`src/rtl/ivl_timer_pkg.sv`:
```
package ivl_timer_pkg;
  localparam logic [7:0] PAGE_HI  = 8'hFF;
  localparam logic [5:0] OFF_BLK  = 6'b000001;  // offsets 0x04..0x07
  localparam logic [1:0] IDX_DIV  = 2'd0;
  localparam logic [1:0] IDX_CNT  = 2'd1;
  localparam logic [1:0] IDX_MOD  = 2'd2;
  localparam logic [1:0] IDX_CTL  = 2'd3;
  localparam int         EN_BIT   = 2;

  typedef struct packed {
    logic       wrDiv;
    logic       wrCnt;
    logic       wrMod;
    logic       wrCtl;
    logic       divStep;
    logic       cntStep;
    logic       rdHit;
    logic [1:0] rdIdx;
  } tmr_strobe_t;
endpackage

```
`src/rtl/ivl_timer_ctrl.sv`:
```
module ivl_timer_ctrl
  import ivl_timer_pkg::*;
#(
  parameter int CLK_PER_TICK  = 16,
  parameter int TICKS_PER_DIV = 16,
  parameter int RATE_00       = 64,
  parameter int RATE_01       = 1,
  parameter int RATE_10       = 4,
  parameter int RATE_11       = 16
) (
  input  logic        clk,
  input  logic        rst,
  input  logic [15:0] addr,
  input  logic        wrEn,
  input  logic [2:0]  ctlLow,
  output tmr_strobe_t stb
);
  localparam int RATE_MAXA = (RATE_00 > RATE_01) ? RATE_00 : RATE_01;
  localparam int RATE_MAXB = (RATE_10 > RATE_11) ? RATE_10 : RATE_11;
  localparam int RATE_MAX  = (RATE_MAXA > RATE_MAXB) ? RATE_MAXA : RATE_MAXB;
  localparam int RS_W      = (RATE_MAX > 1) ? $clog2(RATE_MAX) : 1;
  localparam int DS_W      = (TICKS_PER_DIV > 1) ? $clog2(TICKS_PER_DIV) : 1;
  localparam int RATE_TBL [4] = '{RATE_00, RATE_01, RATE_10, RATE_11};

  logic            baseTick;
  logic [DS_W-1:0] divSub;
  logic [RS_W-1:0] rateSub;
  logic [RS_W-1:0] rateLast;
  logic            cntOn;
  logic            hit;

  // Prescaler: variant picked by the clocks-per-tick parameter.
  generate
    if (CLK_PER_TICK == 1) begin : g_noPre
      assign baseTick = 1'b1;
    end else begin : g_pre
      localparam int PRE_W = $clog2(CLK_PER_TICK);
      logic [PRE_W-1:0] preCnt;
      always_ff @(posedge clk) begin
        if (rst || preCnt == PRE_W'(CLK_PER_TICK - 1)) preCnt <= '0;
        else                                           preCnt <= preCnt + 1'b1;
      end
      assign baseTick = (preCnt == PRE_W'(CLK_PER_TICK - 1));
    end
  endgenerate

  // Divider sub-counter runs regardless of the enable bit.
  always_ff @(posedge clk) begin
    if (rst) divSub <= '0;
    else if (baseTick) begin
      if (divSub == DS_W'(TICKS_PER_DIV - 1)) divSub <= '0;
      else                                     divSub <= divSub + 1'b1;
    end
  end

  assign cntOn    = ctlLow[EN_BIT];
  assign rateLast = RS_W'(RATE_TBL[ctlLow[1:0]] - 1);

  // Rate sub-counter: ">=" so a shorter rate picked mid-count fires at once.
  always_ff @(posedge clk) begin
    if (rst) rateSub <= '0;
    else if (baseTick && cntOn) begin
      if (rateSub >= rateLast) rateSub <= '0;
      else                     rateSub <= rateSub + 1'b1;
    end
  end

  assign hit = (addr[15:8] == PAGE_HI) && (addr[7:2] == OFF_BLK);

  always_comb begin
    stb         = '0;
    stb.rdHit   = hit;
    stb.rdIdx   = addr[1:0];
    stb.wrDiv   = wrEn && hit && addr[1:0] == IDX_DIV;
    stb.wrCnt   = wrEn && hit && addr[1:0] == IDX_CNT;
    stb.wrMod   = wrEn && hit && addr[1:0] == IDX_MOD;
    stb.wrCtl   = wrEn && hit && addr[1:0] == IDX_CTL;
    stb.divStep = baseTick && (divSub == DS_W'(TICKS_PER_DIV - 1));
    stb.cntStep = baseTick && cntOn && (rateSub >= rateLast);
  end

  AST_HOLD_SUB: assert property (@(posedge clk) disable iff (rst)
    !cntOn |=> $stable(rateSub));
  AST_NO_STEP_OFF: assert property (@(posedge clk) disable iff (rst)
    !cntOn |-> !stb.cntStep);
  AST_FAST_RATE: assert property (@(posedge clk) disable iff (rst)
    (cntOn && ctlLow[1:0] == 2'b01 && baseTick) |-> stb.cntStep);
endmodule

```
`src/rtl/ivl_timer_dp.sv`:
```
module ivl_timer_dp
  import ivl_timer_pkg::*;
#(
  parameter int DATA_W = 8
) (
  input  logic              clk,
  input  logic              rst,
  input  tmr_strobe_t       stb,
  input  logic [DATA_W-1:0] wrData,
  input  logic              irqAck,
  output logic [DATA_W-1:0] rdData,
  output logic [2:0]        ctlLow,
  output logic              irq
);
  logic [DATA_W-1:0] divReg, cntReg, modReg, ctlReg;
  logic              irqLat;
  logic              ovf;

  assign ovf = stb.cntStep && !stb.wrCnt && (cntReg == '1);

  always_ff @(posedge clk) begin
    if (rst) begin
      divReg <= '0;
      cntReg <= '0;
      modReg <= '0;
      ctlReg <= '0;
      irqLat <= 1'b0;
    end else begin
      if (stb.wrDiv)        divReg <= '0;
      else if (stb.divStep) divReg <= divReg + 1'b1;

      if (stb.wrCnt)        cntReg <= wrData;
      else if (ovf)         cntReg <= modReg;
      else if (stb.cntStep) cntReg <= cntReg + 1'b1;

      if (stb.wrMod) modReg <= wrData;
      if (stb.wrCtl) ctlReg <= wrData;

      if (ovf)         irqLat <= 1'b1;
      else if (irqAck) irqLat <= 1'b0;
    end
  end

  always_comb begin
    rdData = '0;
    if (stb.rdHit) begin
      case (stb.rdIdx)
        IDX_DIV: rdData = divReg;
        IDX_CNT: rdData = cntReg;
        IDX_MOD: rdData = modReg;
        default: rdData = ctlReg;
      endcase
    end
  end

  assign ctlLow = ctlReg[2:0];
  assign irq    = irqLat;

  AST_DIV_CLEAR: assert property (@(posedge clk) disable iff (rst)
    stb.wrDiv |=> divReg == '0);
  AST_DIV_STEP: assert property (@(posedge clk) disable iff (rst)
    (stb.divStep && !stb.wrDiv) |=> divReg == $past(divReg) + 1'b1);
  AST_OVF_RELOAD: assert property (@(posedge clk) disable iff (rst)
    (stb.cntStep && !stb.wrCnt && cntReg == '1) |=> (cntReg == $past(modReg) && irq));
  AST_IRQ_HOLD: assert property (@(posedge clk) disable iff (rst)
    (irq && !irqAck) |=> irq);
  AST_CNT_WRITE: assert property (@(posedge clk) disable iff (rst)
    stb.wrCnt |=> cntReg == $past(wrData));
endmodule

```
`src/rtl/ivl_timer.sv`:
```
module ivl_timer
  import ivl_timer_pkg::*;
#(
  parameter int CLK_PER_TICK  = 16,
  parameter int TICKS_PER_DIV = 16,
  parameter int RATE_00       = 64,
  parameter int RATE_01       = 1,
  parameter int RATE_10       = 4,
  parameter int RATE_11       = 16
) (
  input  logic        clk,
  input  logic        rst,
  input  logic [15:0] addr,
  input  logic        wrEn,
  input  logic [7:0]  wrData,
  output logic [7:0]  rdData,
  output logic        irq,
  input  logic        irqAck
);
  tmr_strobe_t stb;
  logic [2:0]  ctlLow;

  ivl_timer_ctrl #(
    .CLK_PER_TICK (CLK_PER_TICK),
    .TICKS_PER_DIV(TICKS_PER_DIV),
    .RATE_00      (RATE_00),
    .RATE_01      (RATE_01),
    .RATE_10      (RATE_10),
    .RATE_11      (RATE_11)
  ) ctrl_i (
    .clk   (clk),
    .rst   (rst),
    .addr  (addr),
    .wrEn  (wrEn),
    .ctlLow(ctlLow),
    .stb   (stb)
  );

  ivl_timer_dp #(.DATA_W(8)) dp_i (
    .clk   (clk),
    .rst   (rst),
    .stb   (stb),
    .wrData(wrData),
    .irqAck(irqAck),
    .rdData(rdData),
    .ctlLow(ctlLow),
    .irq   (irq)
  );
endmodule

```
`config.mk`:
```
export PLATFORM = sky130hd
export DESIGN_NAME = ivl_timer
export DESIGN_NICKNAME = d
export VERILOG_FILES = /design/src/rtl/ivl_timer_pkg.sv /design/src/rtl/ivl_timer_ctrl.sv /design/src/rtl/ivl_timer_dp.sv /design/src/rtl/ivl_timer.sv
export SDC_FILE = /design/constraint.sdc
export NUM_CORES = 1
export LEC_CHECK = 0
export ABC_AREA = 1
export CORE_MARGIN = 10
export CORE_UTILIZATION = 55
export CTS_BUF_LIST = sky130_fd_sc_hd__clkbuf_16
export DETAILED_ROUTE_END_ITERATION = 8
export DONT_BUFFER_PORTS = 1
export HOLD_SLACK_MARGIN = 0.05
export PLACE_DENSITY_LB_ADDON = 0.08
export SLEW_MARGIN = 30
export SYNTH_ARGS = -nofsm -noshare
export SYNTH_HDL_FRONTEND = slang
export SYNTH_SLANG_ARGS = --single-unit
export TNS_END_PERCENT = 20
```
`constraint.sdc`:
```
create_clock -name clk -period 1.99 [get_ports clk]
set_clock_uncertainty 0.15 [all_clocks]
set_input_delay 0 -clock clk [delete_from_list [all_inputs] [get_ports clk]]
set_output_delay 0 -clock clk [all_outputs]
set_load 0.05 [all_outputs]
```
# After elaboration in Yosys (flattened, before gate mapping)
# Index checks and enable logic that the tools add are counted.
# classes
mux,12
n_bitwise,1
reduce_logical,17
order_cmp,2
n_eq_ne,8
n_addsub,6
# op_table
cell,n
32-bit binary-select mux with 2-bit select,1
8-bit two-way mux,4
8-bit case mux with 3 select lines,1
6-bit two-way mux,3
8-bit by 1-bit adder with 8-bit output (second input constant),2
8-bit equality test (second input constant),2
1-bit logical AND,11
4-bit by 1-bit adder with 4-bit output (second input constant),2
4-bit equality test (second input constant),2
6-bit by 1-bit adder with 6-bit output (second input constant),1
6-bit by 1-bit equality test with 1-bit output (second input constant),1
6-bit greater-or-equal comparator,1
6-bit by 2-bit subtractor with 6-bit output (second input constant),1
2-bit equality test (second input constant),2
4-bit two-way mux,1
3-bit greater-or-equal comparator (second input constant),1
2-bit inverter with 3-bit output,1
3-bit nonzero test,1
2-bit by 1-bit equality test with 1-bit output (second input constant),1
2-bit logical NOT,1
1-bit two-way mux,2
2-bit nonzero test,1
2-bit OR reduction,1
1-bit logical NOT,1
1-bit logical OR,1
# word_totals
inputBits,28
output_inout_bits,9
reg_bits,47
elab_cells,54

# Longest topological paths before layout
# depth
word_depth,11
ltp_mapped,16
ltp_nobuf,16

# Hierarchy
# Synthesis repeated with hierarchy kept, for this count alone.
# hier_totals
cells_unflattened,399
area_unflattened_um2,2745.1
# modules_own_cells
module,instances,area_per_inst_um2,cells_each,seq_area_each_um2
ivl_timer_dp,1,1811.7,266,660.6
ivl_timer_ctrl,1,933.4,133,280.3

# Least setup slack after synthesis
# No wires, ideal clock.
# synth_timing
path_type,register to register
start,reg dp_i.ctlReg[0]
end,reg dp_i.cntReg[7]
t_required_ps,1712
setup_time_ps,128
n_path_buf,0
stages_incl_launch_ff,14
t_arrival_ps,1693
setup_slack_ps,19
synth_period_minus_slack_ps,1971
path_cell_list,dfxtp_1 > inv_1 > ha_1 > ha_1 > nand2_1 > nand2_1 > a21oi_1 > nand2_1 > nand2_4 > clkinv_4 > nand2_1 > nor2_1 > nor2_1 > nor2_1
# synth_between
elab_chain_len,11
word_cells_on_any_way,12
cone_classes,add/sub: 1; order compare: 1; mux: 5; bitwise: 1; reduce/logical: 4
# synth_lines
element,line_no,source
"start, declared",ivl_timer_dp.sv:15,"logic [DATA_W-1:0] divReg, cntReg, modReg, ctlReg;"
"start signal, assigned",ivl_timer_dp.sv:37,if (stb.wrCtl) ctlReg <= wrData;
2-bit inverter with 3-bit output (not written as such) (*),ivl_timer_ctrl.sv:57,assign rateLast = RS_W'(RATE_TBL[ctlLow[1:0]] - 1);
32-bit binary-select mux with 2-bit select (*),ivl_timer_ctrl.sv:57,
6-bit two-way mux (not written as such) (*) (2 in a row),ivl_timer_ctrl.sv:57,
6-bit by 2-bit subtractor with 6-bit output (*),ivl_timer_ctrl.sv:57,
6-bit greater-or-equal comparator (*),ivl_timer_ctrl.sv:79,stb.cntStep = baseTick && cntOn && (rateSub >= rateLast);
1-bit logical AND (*),ivl_timer_ctrl.sv:79,
1-bit logical AND (2 in a row),ivl_timer_dp.sv:19,assign ovf = stb.cntStep && !stb.wrCnt && (cntReg == '1);
8-bit two-way mux,ivl_timer_dp.sv:33,else if (ovf) cntReg <= modReg;
8-bit two-way mux,ivl_timer_dp.sv:32,if (stb.wrCnt) cntReg <= wrData;
"end signal, assigned",ivl_timer_dp.sv:32,
"end signal, assigned",ivl_timer_dp.sv:33,
"end signal, assigned",ivl_timer_dp.sv:34,else if (stb.cntStep) cntReg <= cntReg + 1'b1;
"end, declared",ivl_timer_dp.sv:15,
# Mark *: on every way between the ends. The rest lies on a longest branch, timed or not. The select of a mux whose other input is x is not followed.
# A chain may end at the register's enable or synchronous reset.

# Final worst setup path
# layout_timing
start,reg dp_i.ctlReg[1]
end,reg dp_i.cntReg[7]
# The elaborated chain is that of the path after synthesis.

==> out/qor.txt <==
1st-pass router iterations - 8
core area - 5070 um2
Critical Path End Type - register
DRC Markers - 0
Total Routing Usage GR - 18.1%
Post-synth EDFFs - 0
final wirelength - 7.80 mm
Slew headroom - 60.3%
fin area - 3570 um2
min cycle time layout - 2.02 ns
gr ovfl total - 0
IO Count - 37
pwr dens - 517 nW/um2
Setup violations, final - 4
CTS Buffer Depth - 2
TritonCTS clock tree - done
Syn Area/Cell - 6.96 um2
flops & latches, synth - 47
die area - 8510 um2
first-pass GRT wire length - 13.0 mm
Setup CP Type - reg -> reg
clock buffer count from CTS - 5
Yosys top cell area share - 32.8%
Leak - 1.49 nW
# rows - 26
Layout Nets - 493
Syn. warnings - 0
vias in the first global route - 2,707
root buffer cell - clkbuf_16
Final period util - 101%
largest net degree at the start of global routing - 18
Die Wd - 92.2 um
syn_nets - 453
Worst Tran Pin Value - 0.593 ns
Yosys cell types - 37
drt wl/cell - 14.9 um
Max Cap Viol - 0
Synth area leader - dfxtp_1
Reg clk slew, reported paths - 0.06 ns
1st-iter DRT viols - 204
RePlAce Congestion - 0.884
PnR Total Power - 1.84 mW
RSZ-0062 raised after global routing - true
most frequent cell after synthesis - nand2_1
failing checks - setup timing
crit path setup slack, layout - -0.0280 ns
Max FO, Critical Path - 6
via count - 2,916
number of diodes - 0
final hold viol count - 0
Starting Density - 56.5%
fmax - 496 MHz
Area Growth Syn to Fin - 24.3%
CTS sink count - 47
Commonest cells post-synth - nand2_1 (92), dfxtp_1 (47), inv_1 (44)
mapped cell area - 2870 um2
CTS H-Tree Depth - 2
port bufs - 0
Slew Viols, Final - 0
startpoint types - register
initial antenna violation count - 0
Worst Hold Class - in -> reg
Syn Inst Count - 412
maximum vdd drop - 0.000393 V
Synth async-reset ratio - 0%
vias per cell - 5.58
WHS - 0.0520 ns
Critical Path AT - 2.02 ns
most area-consuming cells after synthesis - dfxtp_1 (33%), nand2_1 (12%), inv_1 (5.8%), ha_1 (5.7%), nand3_1 (5.1%)
Final HPWL DP - 5.38 mm
Area after DPL - 3000 um2
Main synth FF type - dfxtp_1
post-synthesis sequential area ratio - 32.8%
clk_lat worst skew - 0.28 ns
die height - 92.2 um
ratio of cells with drive above 1 in the final layout - 15.9%
critical path required time - 2.00 ns
status - finished with violations
ANT nets after route - 0
[final cells by class]
| class | count | area [um2] |
|---|---|---|
| multi-input cells | 303 | 1770 |
| fillers | 418 | 1510 |
| flip-flops and latches | 47 | 943 |
| repair buffers | 45 | 428 |
| inverters | 49 | 193 |
| clock buffers | 5 | 125 |
| well taps | 70 | 87.6 |
| clock inverters | 3 | 11.3 |
| repair inverters | 1 | 6.26 |
[critical path: stages, from the launching register on]
cell and delay [ns]:
dfxtp_2 0.35, inv_4 0.05, ha_4 0.26, ha_4 0.27
nand2_2 0.04, nor2_2 0.11, nand2_2 0.06, nand2_2 0.07
nand2_4 0.10, buf_12 0.15, nand3_2 0.06, nand2_1 0.07
nor2_1 0.10, nor2_1 0.04
[flip-flops by register name, indices dropped and copies added (netlist names)]
signal,flops
dp_i.ctlReg,8
dp_i.irq,1
dp_i.cntReg,8
dp_i.divReg,8
dp_i.modReg,8
ctrl_i.divSub,4
ctrl_i.rateSub,6
ctrl_i.g_pre.preCnt,4
[placed cells by master, fill, tap and decap left out, types with 7 or more instances in the layout]
master / count
dlygate4sd3_1: 24
nor2_1: 36
o21ai_1: 9
ha_1: 7
o21ai_0: 17
buf_4: 16
a31oi_1: 7
nor3_1: 12
nand2_2: 7
inv_1: 41
nand2_1: 88
nand4_1: 21
dfxtp_1: 45
a21oi_1: 21
nand3_1: 28
nor2_4: 7
[metrics by stage]
stage | setup TNS [ns] | setup WS [ns] | std cells | utilization (%)
finish | -0.0652 | -0.0280 | 523 | 70.3
global route | -1.13 | -0.145 | 523 | 70.3
CTS | 0 | 0.000787 | 520 | 68.3
detailed placement | -0.674 | -0.102 | 484 | 59.1
global placement | -0.113 | -0.0240 | 484 | 59.1
floorplan | 0 | 0.0194 | 412 | -
[power breakdown]
| part | leakage, nW | internal [mW] | switching, mW | total (mW) |
|---|---|---|---|---|
| Clock | 0.0701 | 0.453 | 0.344 | 0.797 |
| Sequential | 0.380 | 0.945 | 0.00401 | 0.949 |
| Combinational | 1.04 | 0.0345 | 0.0614 | 0.0959 |
| Total | 1.49 | 1.43 | 0.410 | 1.84 |
[path summary, 6_finish.rpt]
kind | startpoint | to | cells past startpoint | slack (ns)
setup reg to reg | dp_i.ctlReg[1] | dp_i.cntReg[7] | 13 | -0.03
hold reg to reg | ctrl_i.g_pre.preCnt[0] | ctrl_i.g_pre.preCnt[0] | 1 | 0.30
hold / removal | addr[0] | dp_i.divReg[4] | 4 | 0.05
setup / recovery | dp_i.ctlReg[1] | dp_i.cntReg[7] | 13 | -0.03
[metal layers]
| metal | GRT usage [%] | wire, um |
|---|---|---|
| met1 | 23.5 | 3520 |
| met2 | 29.7 | 3720 |
| met3 | 3.10 | 403 |
| met4 | 6.04 | 146 |
| met5 | 0 | 0 |
[timing repair]
item / CTS / global route
endpoints found under the setup margin: 15 / 19
gates resized for setup: 9 / 18
hold buffers: 25 / 1
pin swaps: 5 / 21
setup buffers: 2 / 2
gates cloned: 1 / 0
endpoints found under the hold margin: 39 / 1
[logic make-up after synthesis]
family | share of synthesized area, %
AND/OR/NAND/NOR | 38.9
buffers and inverters | 8.98
AO/OA/AOI/OAI | 11.3
flip-flops | 32.8
adder cells (fa/ha/maj) | 5.67
XOR/XNOR | 2.44
Note: power is estimated with default switching activity, not from simulation.
